<file path="src/rtl/trc_pkg.sv">
package trc_pkg;
  typedef enum logic [2:0] {
    OP_TRAP = 3'd0,
    OP_RETI = 3'd1,
    OP_DI   = 3'd2,
    OP_EI   = 3'd3,
    OP_HALT = 3'd4
  } trc_op_e;

  typedef enum logic [2:0] {
    SR_EPC   = 3'd0,
    SR_EPSW  = 3'd1,
    SR_FEPC  = 3'd2,
    SR_FEPSW = 3'd3,
    SR_CAUSE = 3'd4,
    SR_PSW   = 3'd5
  } trc_sel_e;

  localparam int PB_ID = 5;
  localparam int PB_EP = 6;
  localparam int PB_NP = 7;
endpackage

</file>
<file path="src/rtl/trc_trap_calc.sv">
module trc_trap_calc #(
  parameter int XLEN       = 32,
  parameter int VEC_W      = 5,
  parameter int CAUSE_W    = 16,
  parameter int CAUSE_BASE = 'h40,
  parameter int VEC_SPLIT  = 16,
  parameter int HANDLER_LO = 'h40,
  parameter int HANDLER_HI = 'h50
) (
  input  logic [XLEN-1:0]  pc,
  input  logic [VEC_W-1:0] vec,
  input  logic [XLEN-1:0]  psw,
  input  logic [XLEN-1:0]  cause,
  output logic [XLEN-1:0]  epc_n,
  output logic [XLEN-1:0]  psw_n,
  output logic [XLEN-1:0]  cause_n,
  output logic [XLEN-1:0]  target
);
  import trc_pkg::*;
  localparam logic [XLEN-1:0] INSN_BYTES = XLEN'(4);

  logic [CAUSE_W-1:0] code;

  always_comb begin
    code    = CAUSE_W'(CAUSE_BASE) + CAUSE_W'(vec);
    epc_n   = pc + INSN_BYTES;
    cause_n = {cause[XLEN-1:CAUSE_W], code};
    psw_n   = psw;
    psw_n[PB_EP] = 1'b1;
    psw_n[PB_ID] = 1'b1;
    target  = (int'(vec) < VEC_SPLIT) ? XLEN'(HANDLER_LO) : XLEN'(HANDLER_HI);
  end
endmodule

</file>
<file path="src/rtl/trc_ret_sel.sv">
module trc_ret_sel #(
  parameter int XLEN = 32
) (
  input  logic [XLEN-1:0] psw,
  input  logic [XLEN-1:0] epc,
  input  logic [XLEN-1:0] epsw,
  input  logic [XLEN-1:0] fepc,
  input  logic [XLEN-1:0] fepsw,
  output logic [XLEN-1:0] pc_n,
  output logic [XLEN-1:0] psw_n
);
  import trc_pkg::*;

  logic use_nmi;

  always_comb begin
    use_nmi = psw[PB_NP] && !psw[PB_EP];
    pc_n    = use_nmi ? fepc  : epc;
    psw_n   = use_nmi ? fepsw : epsw;
  end
endmodule

</file>
<file path="src/rtl/trc_halt_ctl.sv">
module trc_halt_ctl (
  input  logic clk,
  input  logic rst_n,
  input  logic halt_req,
  input  logic wake,
  output logic halted
);
  always_ff @(posedge clk) begin
    if (!rst_n)              halted <= 1'b0;
    else if (halted && wake) halted <= 1'b0;
    else if (halt_req)       halted <= 1'b1;
  end
endmodule

</file>
<file path="src/rtl/trap_ret_ctl.sv">
module trap_ret_ctl #(
  parameter int XLEN       = 32,
  parameter int VEC_W      = 5,
  parameter int CAUSE_BASE = 'h40,
  parameter int VEC_SPLIT  = 16,
  parameter int HANDLER_LO = 'h40,
  parameter int HANDLER_HI = 'h50
) (
  input  logic             clk,
  input  logic             rst_n,
  input  logic             cmd_valid,
  output logic             cmd_ready,
  input  logic [2:0]       cmd_op,
  input  logic [XLEN-1:0]  cmd_pc,
  input  logic [VEC_W-1:0] cmd_vec,
  input  logic             nmi_wake,
  input  logic             ld_en,
  input  logic [2:0]       ld_sel,
  input  logic [XLEN-1:0]  ld_data,
  output logic             redir_valid,
  output logic [XLEN-1:0]  redir_pc,
  output logic [XLEN-1:0]  psw_o,
  output logic [XLEN-1:0]  epc_o,
  output logic [XLEN-1:0]  epsw_o,
  output logic [XLEN-1:0]  fepc_o,
  output logic [XLEN-1:0]  fepsw_o,
  output logic [XLEN-1:0]  cause_o,
  output logic             halted_o
);
  import trc_pkg::*;
  localparam int CAUSE_W = XLEN / 2;
  localparam logic [XLEN-1:0] PSW_RST = XLEN'(1) << PB_ID;

  logic            accept;
  trc_op_e         op;
  logic [XLEN-1:0] t_epc, t_psw, t_cause, t_target;
  logic [XLEN-1:0] r_pc, r_psw;

  assign cmd_ready = !halted_o;
  assign accept    = cmd_valid && cmd_ready;
  assign op        = trc_op_e'(cmd_op);

  trc_trap_calc #(
    .XLEN(XLEN), .VEC_W(VEC_W), .CAUSE_W(CAUSE_W), .CAUSE_BASE(CAUSE_BASE),
    .VEC_SPLIT(VEC_SPLIT), .HANDLER_LO(HANDLER_LO), .HANDLER_HI(HANDLER_HI)
  ) u_trap (
    .pc(cmd_pc), .vec(cmd_vec), .psw(psw_o), .cause(cause_o),
    .epc_n(t_epc), .psw_n(t_psw), .cause_n(t_cause), .target(t_target)
  );

  trc_ret_sel #(.XLEN(XLEN)) u_ret (
    .psw(psw_o), .epc(epc_o), .epsw(epsw_o), .fepc(fepc_o), .fepsw(fepsw_o),
    .pc_n(r_pc), .psw_n(r_psw)
  );

  trc_halt_ctl u_halt (
    .clk(clk), .rst_n(rst_n),
    .halt_req(accept && op == OP_HALT),
    .wake(nmi_wake),
    .halted(halted_o)
  );

  always_ff @(posedge clk) begin
    if (!rst_n) begin
      psw_o       <= PSW_RST;
      epc_o       <= '0;
      epsw_o      <= '0;
      fepc_o      <= '0;
      fepsw_o     <= '0;
      cause_o     <= '0;
      redir_valid <= 1'b0;
      redir_pc    <= '0;
    end else begin
      redir_valid <= 1'b0;
      if (accept) begin
        case (op)
          OP_TRAP: begin
            epc_o       <= t_epc;
            epsw_o      <= psw_o;
            cause_o     <= t_cause;
            psw_o       <= t_psw;
            redir_valid <= 1'b1;
            redir_pc    <= t_target;
          end
          OP_RETI: begin
            psw_o       <= r_psw;
            redir_valid <= 1'b1;
            redir_pc    <= r_pc;
          end
          OP_DI:   psw_o[PB_ID] <= 1'b1;
          OP_EI:   psw_o[PB_ID] <= 1'b0;
          default: ;
        endcase
      end else if (ld_en) begin
        case (trc_sel_e'(ld_sel))
          SR_EPC:   epc_o   <= ld_data;
          SR_EPSW:  epsw_o  <= ld_data;
          SR_FEPC:  fepc_o  <= ld_data;
          SR_FEPSW: fepsw_o <= ld_data;
          SR_CAUSE: cause_o <= ld_data;
          SR_PSW:   psw_o   <= ld_data;
          default:  ;
        endcase
      end
    end
  end
endmodule

</file>
<file path="config.mk">
export PLATFORM = sky130hd
export DESIGN_NAME = trap_ret_ctl
export DESIGN_NICKNAME = d
export VERILOG_FILES = /design/src/rtl/trc_pkg.sv /design/src/rtl/trc_trap_calc.sv /design/src/rtl/trc_ret_sel.sv /design/src/rtl/trc_halt_ctl.sv /design/src/rtl/trap_ret_ctl.sv
export SDC_FILE = /design/constraint.sdc
export NUM_CORES = 1
export LEC_CHECK = 0
export ABC_AREA = 1
export BUFFER_PORTS_ARGS = -buffer_cell sky130_fd_sc_hd__buf_4
export CORE_ASPECT_RATIO = 1.75
export CORE_MARGIN = 8
export CORE_UTILIZATION = 50
export DETAILED_ROUTE_END_ITERATION = 16
export PLACE_DENSITY_LB_ADDON = 0.08
export SLEW_MARGIN = 0
export SYNTH_ARGS = -nofsm -noshare
export SYNTH_HDL_FRONTEND = slang
export SYNTH_SLANG_ARGS = --single-unit
export TNS_END_PERCENT = 50
</file>
<file path="constraint.sdc">
create_clock -name clk -period 2.6 [get_ports clk]
set_input_delay 0.39 -clock clk [delete_from_list [all_inputs] [get_ports clk]]
set_output_delay 0.39 -clock clk [all_outputs]
set_load 0.05 [all_outputs]
</file>
==> flow_summary.ini <==
[sta]
whs_ps = 165
rsz0062_at_grt = false
final.setup.worst_slack_ps = 387
setup_viol = 0
tns_ps = 0
slew_headroom_pct = 35.8
worst_clock_skew_ps = 11.7
finalHoldViolCount = 0
drv_slew = 0
fin_crit_sh_pct = 85.1
worstMarginPinSlew_ps = 958
finalCriticalPeriod_ps = 2210
fmax_mhz = 452

[min_path]
hold_path_class = in -> reg

[power_and_ir_drop]
total_power_w = 0.00805
ir_worst_vdd_mv = 0.549
power.density_nw_per_um2 = 611
p_leak_nw = 5.63

[synth]
netlist_top_cells_area = dfxtp_1 (45%), nand2_1 (16%), o21ai_0 (9.5%)
synthFlopType = dfxtp_1
yosysTopAreaCell = dfxtp_1
synth_area_sq_um = 10000
yosysMostFrequentCell = nand2_1
syn-num-nets = 1545
seq_area_frac_synth_pct = 45.1
synthMuxAreaShare_pct = 0
synth.top_cells.by_count = nand2_1 (425), dfxtp_1 (226), o21ai_0 (190)
yosys_warnings = 0
avgSynthCellArea_sq_um = 6.85
yosysTopAreaCellShare_pct = 45.1
synthSimpleGateAreaFrac_pct = 23.3
synth_fa_ha_area_share_pct = 0.125
synth-edff-count = 0
synthDistinctLibCells = 31
synth-seq-cells = 226
syn_inst = 1464
async_flop_share_pct = 0
synth_compound_area_share_pct = 23.1
synth_top_family_by_area = simple AND/OR/NAND/NOR gates
synth_xor_area_share_pct = 0.436

[die]
dieArea_sq_um = 25000
row_count = 68
fp.coreArea_sq_um = 19700
initial_utilization_pct = 50.8
die_w_um = 123
io_pins = 307
chipHeight_um = 203

[outcome]
status = finished clean

[clock_network]
post_cts_buffers = 0
holdBufCountCts = 0
insertion_delay_ps = 500
clock-sinks = 226
postCtsResizedCells = 0
clk_pin_slew_ps = 70
cts_tree = built
htreeDepth = 1
cts-root-buf = clkbuf_16
cts_buffers = 21
clockBufferDepth = 3

[global_routing]
grtUsageMet3_pct = 6.42
grt_pass1_wl_um = 60000
grt_max_degree = 86
antenna_found_initial = 0
grt_pass1_vias = 10570
overflow = 0
grt_util_all_layers_pct = 30.5
use_met2_pct = 53.2
gr-max-usage-layer = met2
use_met1_pct = 35.0

[setup_path]
cp-start-kind = flop
worst_path_most_repeated_cell = inv_2
path_class = reg -> reg
cp_slowest_stage_delay_ps = 740
required_ps = 2970
crit_arrival_ps = 2580
worstSetupEndpointType = flop
worstPathMaxFanout = 27
cp_slowest_cell = clkinv_1
crit_chain = inv_2 > nand2_4 > nand2_2 > inv_2 > nand3_2 > clkinv_1 > o21ai_0 > a21oi_1
r2r_slack_ps = 390

[cells_and_area]
n_antenna_cell = 0
area_growth_pct = 31.4
drive_above_1_share_pct = 22.5
nNetsFinal = 1805

[drt]
wl_per_cell_um = 19.8
ant_nets = 0
wirelength_um = 39400
vias_per_cell = 5.58
num_vias = 11076
drt_iter0_drc = 910
drc = 0
dr.pass1.iters = 5

[flow_run]
maxCapViolCount = 0

[place]
hpwl_um = 28400
dp_slack_ps = 388
portBuffers = 306
gpl.final_weighted_congestion = 0.966
## sequential cells by signal (all words and copies together), names as in the netlist
name           count
epsw_o            32
psw_o             32
cause_o           32
fepsw_o           32
redir_pc          32
u_halt.halted      1
epc_o             32
fepc_o            32
redir_valid        1
## cells by family (layout without fill, tap and decap cells)
family	count (synthesis)	count (layout)
flip-flops	226	226
buffers and inverters	195	470
AO/OA/AOI/OAI	447	447
AND/OR/NAND/NOR	590	590
adder cells (fa/ha/maj)	1	1
XOR/XNOR	5	5
## cell type report
| cell class | instances | area, sq um |
|---|---|---|
| Inverter | 102 | 383 |
| Clock buffer | 32 | 647 |
| Sequential cell | 226 | 4520 |
| Multi-Input combinational cell | 1043 | 4750 |
| Timing Repair Buffer | 330 | 2530 |
| Clock inverter | 6 | 45.0 |
| Fill cell | 1867 | 6550 |
| Tap cell | 245 | 307 |
## per-stage QoR
step	cells	cell area, sq um	utilization, %
after floorplan	1464	10000	-
after global placement	1946	12500	63.3
after detailed placement	1946	12500	63.3
after CTS	1984	13200	66.8
after global routing	1984	13200	66.8
final	1984	13200	66.8
## worst max-delay path: cells and delay by family, from the launching register on
| family | cells | cell delay (ps) |
|---|---|---|
| AO/OA/AOI/OAI | 2 | 520 |
| buffers and inverters | 3 | 930 |
| AND/OR/NAND/NOR | 3 | 280 |
| flip-flops | 1 | 360 |
## routing by layer
layer	part of all wire [%]	wire (um)
met1	38	14900
met5	0	0
met3	8.3	3250
met2	50	19600
met4	4.1	1630
## path summary, 6_finish.rpt
kind         cells after the start           from          end
max                              8  u_halt.halted  cause_o[31]
min                              3     cmd_vec[1]   cause_o[1]
max reg2reg                      8  u_halt.halted  cause_o[31]
min reg2reg                      2    fepsw_o[21]  fepsw_o[21]
## report_power, final
| part | internal [W] | switching, W |
|---|---|---|
| clock network | 0.00173 | 0.00139 |
| registers | 0.00357 | 0.0000865 |
| logic | 0.000379 | 0.000905 |
| total | 0.00568 | 0.00238 |
## cell usage in the layout (no fill, tap or decap), types with 3 or more instances in the layout
master / instances
inv_2: 10
clkbuf_16: 21
a21oi_1: 167
nand3_1: 27
nand2_1: 424
buf_4: 326
clkbuf_8: 8
nand3b_1: 6
buf_12: 4
dfxtp_1: 226
clkbuf_1: 3
inv_1: 90
xor2_1: 5
o21ai_0: 190
nor2_4: 4
o21ai_1: 32
o211ai_1: 3
a31oi_1: 51
nor2_1: 114
or2_2: 3
No activity file was read; power rests on OpenSTA's default activity.
